<file path="src/rtl/secded73_pkg.sv">
package secded73_pkg;

  localparam int DATA_W  = 3;
  localparam int PAR_W   = 4;
  localparam int WORD_W  = DATA_W + PAR_W;
  localparam int SYN_W   = PAR_W;
  localparam int NUM_SYN = 1 << SYN_W;

  typedef enum logic [1:0] {
    CLS_CLEAN  = 2'b00,
    CLS_SINGLE = 2'b01,
    CLS_DOUBLE = 2'b10,
    CLS_MULTI  = 2'b11
  } err_class_e;

  // Syndrome kept aside to flag errors of more than two bits
  localparam logic [SYN_W-1:0] SYN_MULTI = 4'b1110;

  // d = {D1, D2, D3}; returns {C1, C2, C3, C4}
  function automatic logic [PAR_W-1:0] make_parity(input logic [DATA_W-1:0] d);
    logic [PAR_W-1:0] p;
    p[3] = d[2] ^ d[0];
    p[2] = d[1] ^ d[0];
    p[1] = d[2] ^ d[1];
    p[0] = ^d;
    return p;
  endfunction

  // Recompute check bits from the data field and compare with the received ones
  function automatic logic [SYN_W-1:0] calc_syndrome(input logic [WORD_W-1:0] w);
    return make_parity(w[WORD_W-1 -: DATA_W]) ^ w[PAR_W-1:0];
  endfunction

  function automatic err_class_e class_of(input logic [SYN_W-1:0] s);
    if (s == '0)             return CLS_CLEAN;
    else if (s == SYN_MULTI) return CLS_MULTI;
    else if (^s)             return CLS_SINGLE;
    else                     return CLS_DOUBLE;
  endfunction

endpackage

</file>
<file path="src/rtl/secded73_enc.sv">
module secded73_enc
  import secded73_pkg::*;
(
  input  logic [DATA_W-1:0] data_i,
  output logic [WORD_W-1:0] word_o
);

  logic [PAR_W-1:0] chk_bits;

  assign chk_bits = make_parity(data_i);
  assign word_o   = {data_i, chk_bits};

endmodule

</file>
<file path="src/rtl/secded73_syn.sv">
module secded73_syn
  import secded73_pkg::*;
(
  input  logic [WORD_W-1:0] word_i,
  output logic [SYN_W-1:0]  syn_o
);

  assign syn_o = calc_syndrome(word_i);

endmodule

</file>
<file path="src/rtl/secded73_cls.sv">
module secded73_cls
  import secded73_pkg::*;
(
  input  logic [SYN_W-1:0]   syn_i,
  output logic [NUM_SYN-1:0] hot_o,
  output err_class_e         class_o
);

  logic [1:0] contrib [NUM_SYN];

  // One output per syndrome value; each output carries its fixed class code
  for (genvar i = 0; i < NUM_SYN; i++) begin : g_line
    localparam err_class_e LINE_CLASS = class_of(SYN_W'(i));
    assign hot_o[i]   = (syn_i == SYN_W'(i));
    assign contrib[i] = hot_o[i] ? 2'(LINE_CLASS) : 2'b00;
  end

  always_comb begin
    logic [1:0] acc;
    acc = 2'b00;
    for (int k = 0; k < NUM_SYN; k++) acc = acc | contrib[k];
    class_o = err_class_e'(acc);
  end

endmodule

</file>
<file path="src/rtl/secded73_fix.sv">
module secded73_fix
  import secded73_pkg::*;
(
  input  logic [DATA_W-1:0] data_i,
  input  logic [SYN_W-1:0]  syn_i,
  input  err_class_e        class_i,
  output logic [DATA_W-1:0] flip_o,
  output logic [DATA_W-1:0] data_o
);

  // The syndrome of an error on data bit i equals the check bits of a one-hot data word
  for (genvar i = 0; i < DATA_W; i++) begin : g_bit
    localparam logic [SYN_W-1:0] COLUMN = make_parity(DATA_W'(1 << i));
    assign flip_o[i] = (class_i == CLS_SINGLE) && (syn_i == COLUMN);
  end

  assign data_o = data_i ^ flip_o;

endmodule

</file>
<file path="src/rtl/secded73_codec.sv">
module secded73_codec
  import secded73_pkg::*;
(
  input  logic              clk,
  input  logic              rst_n,
  input  logic [DATA_W-1:0] enc_data_i,
  output logic [WORD_W-1:0] enc_word_o,
  input  logic              rx_valid_i,
  input  logic [WORD_W-1:0] rx_word_i,
  output logic              out_valid_o,
  output logic [1:0]        out_class_o,
  output logic [SYN_W-1:0]  out_syndrome_o,
  output logic [DATA_W-1:0] out_data_o,
  output logic              out_uncorr_o
);

  logic [SYN_W-1:0]   rx_syn;
  logic [NUM_SYN-1:0] rx_hot;
  err_class_e         rx_class;
  logic [DATA_W-1:0]  rx_flip;
  logic [DATA_W-1:0]  rx_fixed;
  logic               rx_uncorr;

  secded73_enc u_enc (
    .data_i (enc_data_i),
    .word_o (enc_word_o)
  );

  secded73_syn u_syn (
    .word_i (rx_word_i),
    .syn_o  (rx_syn)
  );

  secded73_cls u_cls (
    .syn_i   (rx_syn),
    .hot_o   (rx_hot),
    .class_o (rx_class)
  );

  secded73_fix u_fix (
    .data_i  (rx_word_i[WORD_W-1 -: DATA_W]),
    .syn_i   (rx_syn),
    .class_i (rx_class),
    .flip_o  (rx_flip),
    .data_o  (rx_fixed)
  );

  assign rx_uncorr = (rx_class == CLS_DOUBLE) || (rx_class == CLS_MULTI);

  logic              valid_q;
  err_class_e        class_q;
  logic [SYN_W-1:0]  syn_q;
  logic [DATA_W-1:0] data_q;
  logic              uncorr_q;

  always_ff @(posedge clk or negedge rst_n) begin
    if (!rst_n) begin
      valid_q  <= 1'b0;
      class_q  <= CLS_CLEAN;
      syn_q    <= '0;
      data_q   <= '0;
      uncorr_q <= 1'b0;
    end else begin
      valid_q <= rx_valid_i;
      if (rx_valid_i) begin
        class_q  <= rx_class;
        syn_q    <= rx_syn;
        data_q   <= rx_fixed;
        uncorr_q <= rx_uncorr;
      end
    end
  end

  assign out_valid_o    = valid_q;
  assign out_class_o    = class_q;
  assign out_syndrome_o = syn_q;
  assign out_data_o     = data_q;
  assign out_uncorr_o   = uncorr_q;


  valid_follow_chk: assert property (@(posedge clk) disable iff (!rst_n)
    rx_valid_i |=> out_valid_o);


  valid_drop_chk: assert property (@(posedge clk) disable iff (!rst_n)
    !rx_valid_i |=> !out_valid_o);


  idle_hold_chk: assert property (@(posedge clk) disable iff (!rst_n)
    !rx_valid_i |=> ($stable(out_class_o) && $stable(out_syndrome_o) &&
                     $stable(out_data_o) && $stable(out_uncorr_o)));


  clean_zero_chk: assert property (@(posedge clk) disable iff (!rst_n)
    out_valid_o |-> ((out_class_o == 2'(CLS_CLEAN)) == (out_syndrome_o == '0)));


  single_odd_chk: assert property (@(posedge clk) disable iff (!rst_n)
    (out_valid_o && out_class_o == 2'(CLS_SINGLE)) |->
      (($countones(out_syndrome_o) % 2 == 1) && out_syndrome_o != SYN_MULTI && !out_uncorr_o));


  double_even_chk: assert property (@(posedge clk) disable iff (!rst_n)
    (out_valid_o && out_class_o == 2'(CLS_DOUBLE)) |->
      (($countones(out_syndrome_o) % 2 == 0) && out_syndrome_o != '0 && out_uncorr_o));


  multi_code_chk: assert property (@(posedge clk) disable iff (!rst_n)
    (out_valid_o && out_class_o == 2'(CLS_MULTI)) |-> (out_syndrome_o == SYN_MULTI && out_uncorr_o));


  pass_through_chk: assert property (@(posedge clk) disable iff (!rst_n)
    (out_valid_o && out_class_o != 2'(CLS_SINGLE)) |->
      (out_data_o == $past(rx_word_i[WORD_W-1 -: DATA_W])));


  single_fix_chk: assert property (@(posedge clk) disable iff (!rst_n)
    (out_valid_o && out_class_o == 2'(CLS_SINGLE)) |->
      ($countones(out_data_o ^ $past(rx_word_i[WORD_W-1 -: DATA_W])) <= 1));


  flip_sparse_chk: assert property (@(posedge clk) disable iff (!rst_n)
    $onehot0(rx_flip) && (rx_flip == '0 || rx_class == CLS_SINGLE));


  decode_hot_chk: assert property (@(posedge clk) disable iff (!rst_n)
    $countones(rx_hot) == 1);

endmodule

</file>
<file path="config.mk">
export PLATFORM = sky130hd
export DESIGN_NAME = secded73_codec
export DESIGN_NICKNAME = d
export VERILOG_FILES = /design/src/rtl/secded73_pkg.sv /design/src/rtl/secded73_enc.sv /design/src/rtl/secded73_syn.sv /design/src/rtl/secded73_cls.sv /design/src/rtl/secded73_fix.sv /design/src/rtl/secded73_codec.sv
export SDC_FILE = /design/constraint.sdc
export NUM_CORES = 1
export LEC_CHECK = 0
export CORE_MARGIN = 4
export CORE_UTILIZATION = 44
export DETAILED_ROUTE_END_ITERATION = 8
export PLACE_DENSITY = 0.82
export SLEW_MARGIN = 30
export SYNTH_ARGS = -nofsm -noshare
export SYNTH_HDL_FRONTEND = slang
export SYNTH_HIERARCHICAL = 1
export SYNTH_SLANG_ARGS = --single-unit
</file>
<file path="constraint.sdc">
create_clock -name clk -period 1 [get_ports clk]
set_clock_uncertainty 0.1 [all_clocks]
set_input_delay 0.2 -clock clk [delete_from_list [all_inputs] [get_ports clk]]
set_output_delay 0.2 -clock clk [all_outputs]
set_load 0.01 [all_outputs]
</file>
==> run_results.csv, run 1 <==
group,metric,value,unit
status,status,"aborted with a tool error",
status,failing_step,"clock tree synthesis (4_1_cts)",
status,firstError,"[ERROR DPL-0038] Utilization greater than 100%, impossible to legalize",
synth,syn_area_per_cell,13.0,sq um
placement,numPortBuffers,30,
placement,gp_congestion,0.770,
placement,dpl_cell_area,0.00138,sq mm
clock_network,cts_resized,133,
synth,yosysWarnings,6,
clock_network,cts_setup_buffers,18,
clock_network,cts_max_path_buffers,2,
clock_network,cts_hold_buf,0,
floorplan,die_y,50.1,microns
synth,synth_nets,73,
floorplan,pin_count,31,
placement,post-dp-hpwl,1.68,mm
clock_network,clock-root-buffer,"clkbuf_4",
floorplan,start_util,0.490,
floorplan,die_w,50.1,microns
clock_network,numCtsBuffers,3,
clock_network,cts.htree.levels,1,
synth,syn-cell-area,781,sq um
synth,netlist_instances,60,
floorplan,fp-row-count,14,
-- per-stage QoR --
step	util	setup slack, ps	std cells
detailed placement	0.867	-1870	131
global placement	0.867	-1820	131
floorplan	-	-1180	60
==> inputs of run 2 (changes only) <==
CORE_AREA = 4 4 65 67   (was default)
CORE_MARGIN = default   (was 4)
CORE_UTILIZATION = default   (was 44)
DIE_AREA = 0 0 69 71   (was default)
PLACE_DENSITY = default   (was 0.82)
PLACE_DENSITY_LB_ADDON = 0.15   (was default)
==> run 2 against run 1 <==
Effect of this change: the flow now finishes, with violations (negative setup slack); area after synthesis is the same; synthesized cell count stayed put.
==> run_results.csv, run 2 <==
group,metric,value,unit
status,status,"finished with violations",
status,violations,"negative setup slack",
timing,setup_viol,22,
floorplan,die_w,69,microns
clock_network,clock-root-buffer,"clkbuf_8",
clock_network,clk_pin_slew,50,ps
placement,dpl_cell_area,0.00142,sq mm
global_route,grt_pass1_vias,763,
hold_path,hold_path.class,"primary input to asynchronous set/reset pin",
clock_network,cts.htree.levels,1,
route,wl,2.03,mm
synth,netlist_instances,60,
route,drtIter0Drc,13,
clock_network,cts.sinks,11,
power_and_ir_drop,swShare,0.310,
cells_and_area,final_area,0.00168,sq mm
route,remaining_drc_errors,0,
timing,tightest_slew,266,ps
timing,hold_violations,0,
cells_and_area,drive_above_1_share,0.792,
timing,worst_slack,-1030,ps
synth,synth_nets,73,
timing,final.setup.tns,-6400,ps
cells_and_area,layout_commonest_cell,"buf_4",
power_and_ir_drop,pwr-share-comb,0.596,
synth,yosysWarnings,6,
route,wl_per_cell,11.7,microns
floorplan,pin_count,31,
synth,syn-cell-area,781,sq um
power_and_ir_drop,seq_power_share,0.236,
setup_path,end_kind,"flop",
timing,rsz0062_at_grt,"true",
setup_path,cp.required,1020,ps
floorplan,fp-row-count,22,
timing,finalCritPeriodShare,2.03,
power_and_ir_drop,p_leak,0.786,nW
setup_path,path_class,"primary input to flop",
power_and_ir_drop,cellPowerDensity,1540,mW/mm^2
floorplan,die_y,71,microns
power_and_ir_drop,p_int,1.78,mW
job,maxCapViolations,0,
timing,fmax,494,MHz
floorplan,start_util,0.215,
power_and_ir_drop,p_clk_frac,0.167,
global_route,overflow,0,
route,routed-via-count,662,
floorplan,coreArea,0.00363,sq mm
timing,relSlewSlack,0.822,
floorplan,dieArea,0.00490,sq mm
cells_and_area,layout_common_cells,"buf_4 (22), buf_2 (16), buf_6 (15)",
global_route,antenna_found_initial,0,
clock_network,numCtsBuffers,3,
timing,maxSlewViolCount,0,
clock_network,cts_max_path_buffers,2,
cells_and_area,layoutNonFillerInstCount,173,
route,drt_pass1_iterations,2,
clock_network,cts_tree,"built",
setup_path,crit_path_max_fanout,5,
placement,post-dp-hpwl,1.50,mm
cells_and_area,num-nets-final,139,
setup_path,start_kind,"primary input",
global_route,grt.total_usage,0.0852,
synth,syn_area_per_cell,13.0,sq um
clock_network,clk_latency,230,ps
cells_and_area,largest_reg_flops,4,
power_and_ir_drop,power.switching,0.800,mW
route,vias_per_cell,3.83,
cells_and_area,syn_to_final_growth,115,%
placement,gp_congestion,0.727,
power_and_ir_drop,vdd_drop_max,536,uV
timing,post-route-min-period,2030,ps
route,ant_nets,0,
global_route,grt_max_degree,12,
global_route,grt_pass1_wl,3.39,mm
cells_and_area,diodes,0,
setup_path,worstPathArrival,2040,ps
placement,numPortBuffers,30,
placement,post-place-cells,154,
run 2: area by class of cell:
class	count	area (sq um)
Clock buffer	4	45.0
Fill cell	354	1960
Multi-Input combinational cell	43	697
Tap cell	48	60.1
Sequential cell	11	275
Timing Repair Buffer	67	598
run 2: per-stage QoR:
step | hold slack (ps) | power, mW | util | setup slack, ps
2_1_floorplan | -196 | 1.23 | - | -1180
3_3_place_gp | 400 | 1.85 | 0.390 | -1750
3_5_place_dp | 397 | 1.87 | 0.390 | -1800
4_1_cts | 193 | 2.50 | 0.442 | -1080
5_1_grt | 208 | 2.75 | 0.461 | -1110
6_report | 196 | 2.58 | 0.461 | -1030
run 2: per-layer routing:
metal,global-route usage,part of all wire
met1,0.0914,0.41
met2,0.154,0.53
met3,0.0213,0.043
met4,0.0456,0.016
met5,0,0
run 2: worst paths after layout:
check | cells after the start | start | slack (ps) | endpoint
max | 12 | rx_word_i[6] | -1030 | out_data_o[1]
min | 2 | rst_n | 200 | out_class_o[0]
max reg2reg | 3 | out_syndrome_o[1] | -80 | out_syndrome_o[1]
min reg2reg | 2 | out_uncorr_o | 490 | out_uncorr_o
max in group asynchronous | 2 | rst_n | 500 | out_valid_o
min in group clk | 4 | rx_word_i[4] | 400 | out_data_o[0]
run 2: critical path: stages:
cell and delay (ps):
buf_8 110, xor2_4 190, buf_6 130, xnor2_4 140
buf_4 160, a211oi_4 200, a211oi_4 50, buf_4 140
nand4b_4 180, nor3b_2 190, xor2_1 90, mux2_4 250
run 2: repair_timing:
item                                    4_1_cts  5_1_grt
endpoints found under the setup margin       28       25
buffers inserted                             14        4
resized for setup                           134       15
hold buffers                                  0        0
pin swaps                                    16       14
gates cloned                                  0        0
run 2: power by group through the flow:
stage,sequential (mW),combinational (mW),clock (mW)
finish,0.610,1.54,0.432
floorplan,0.667,0.565,0
global placement,0.618,1.23,0
detailed placement,0.622,1.24,0
CTS,0.613,1.44,0.451
global route,0.626,1.65,0.472
No activity file was read; power rests on OpenSTA's default activity.
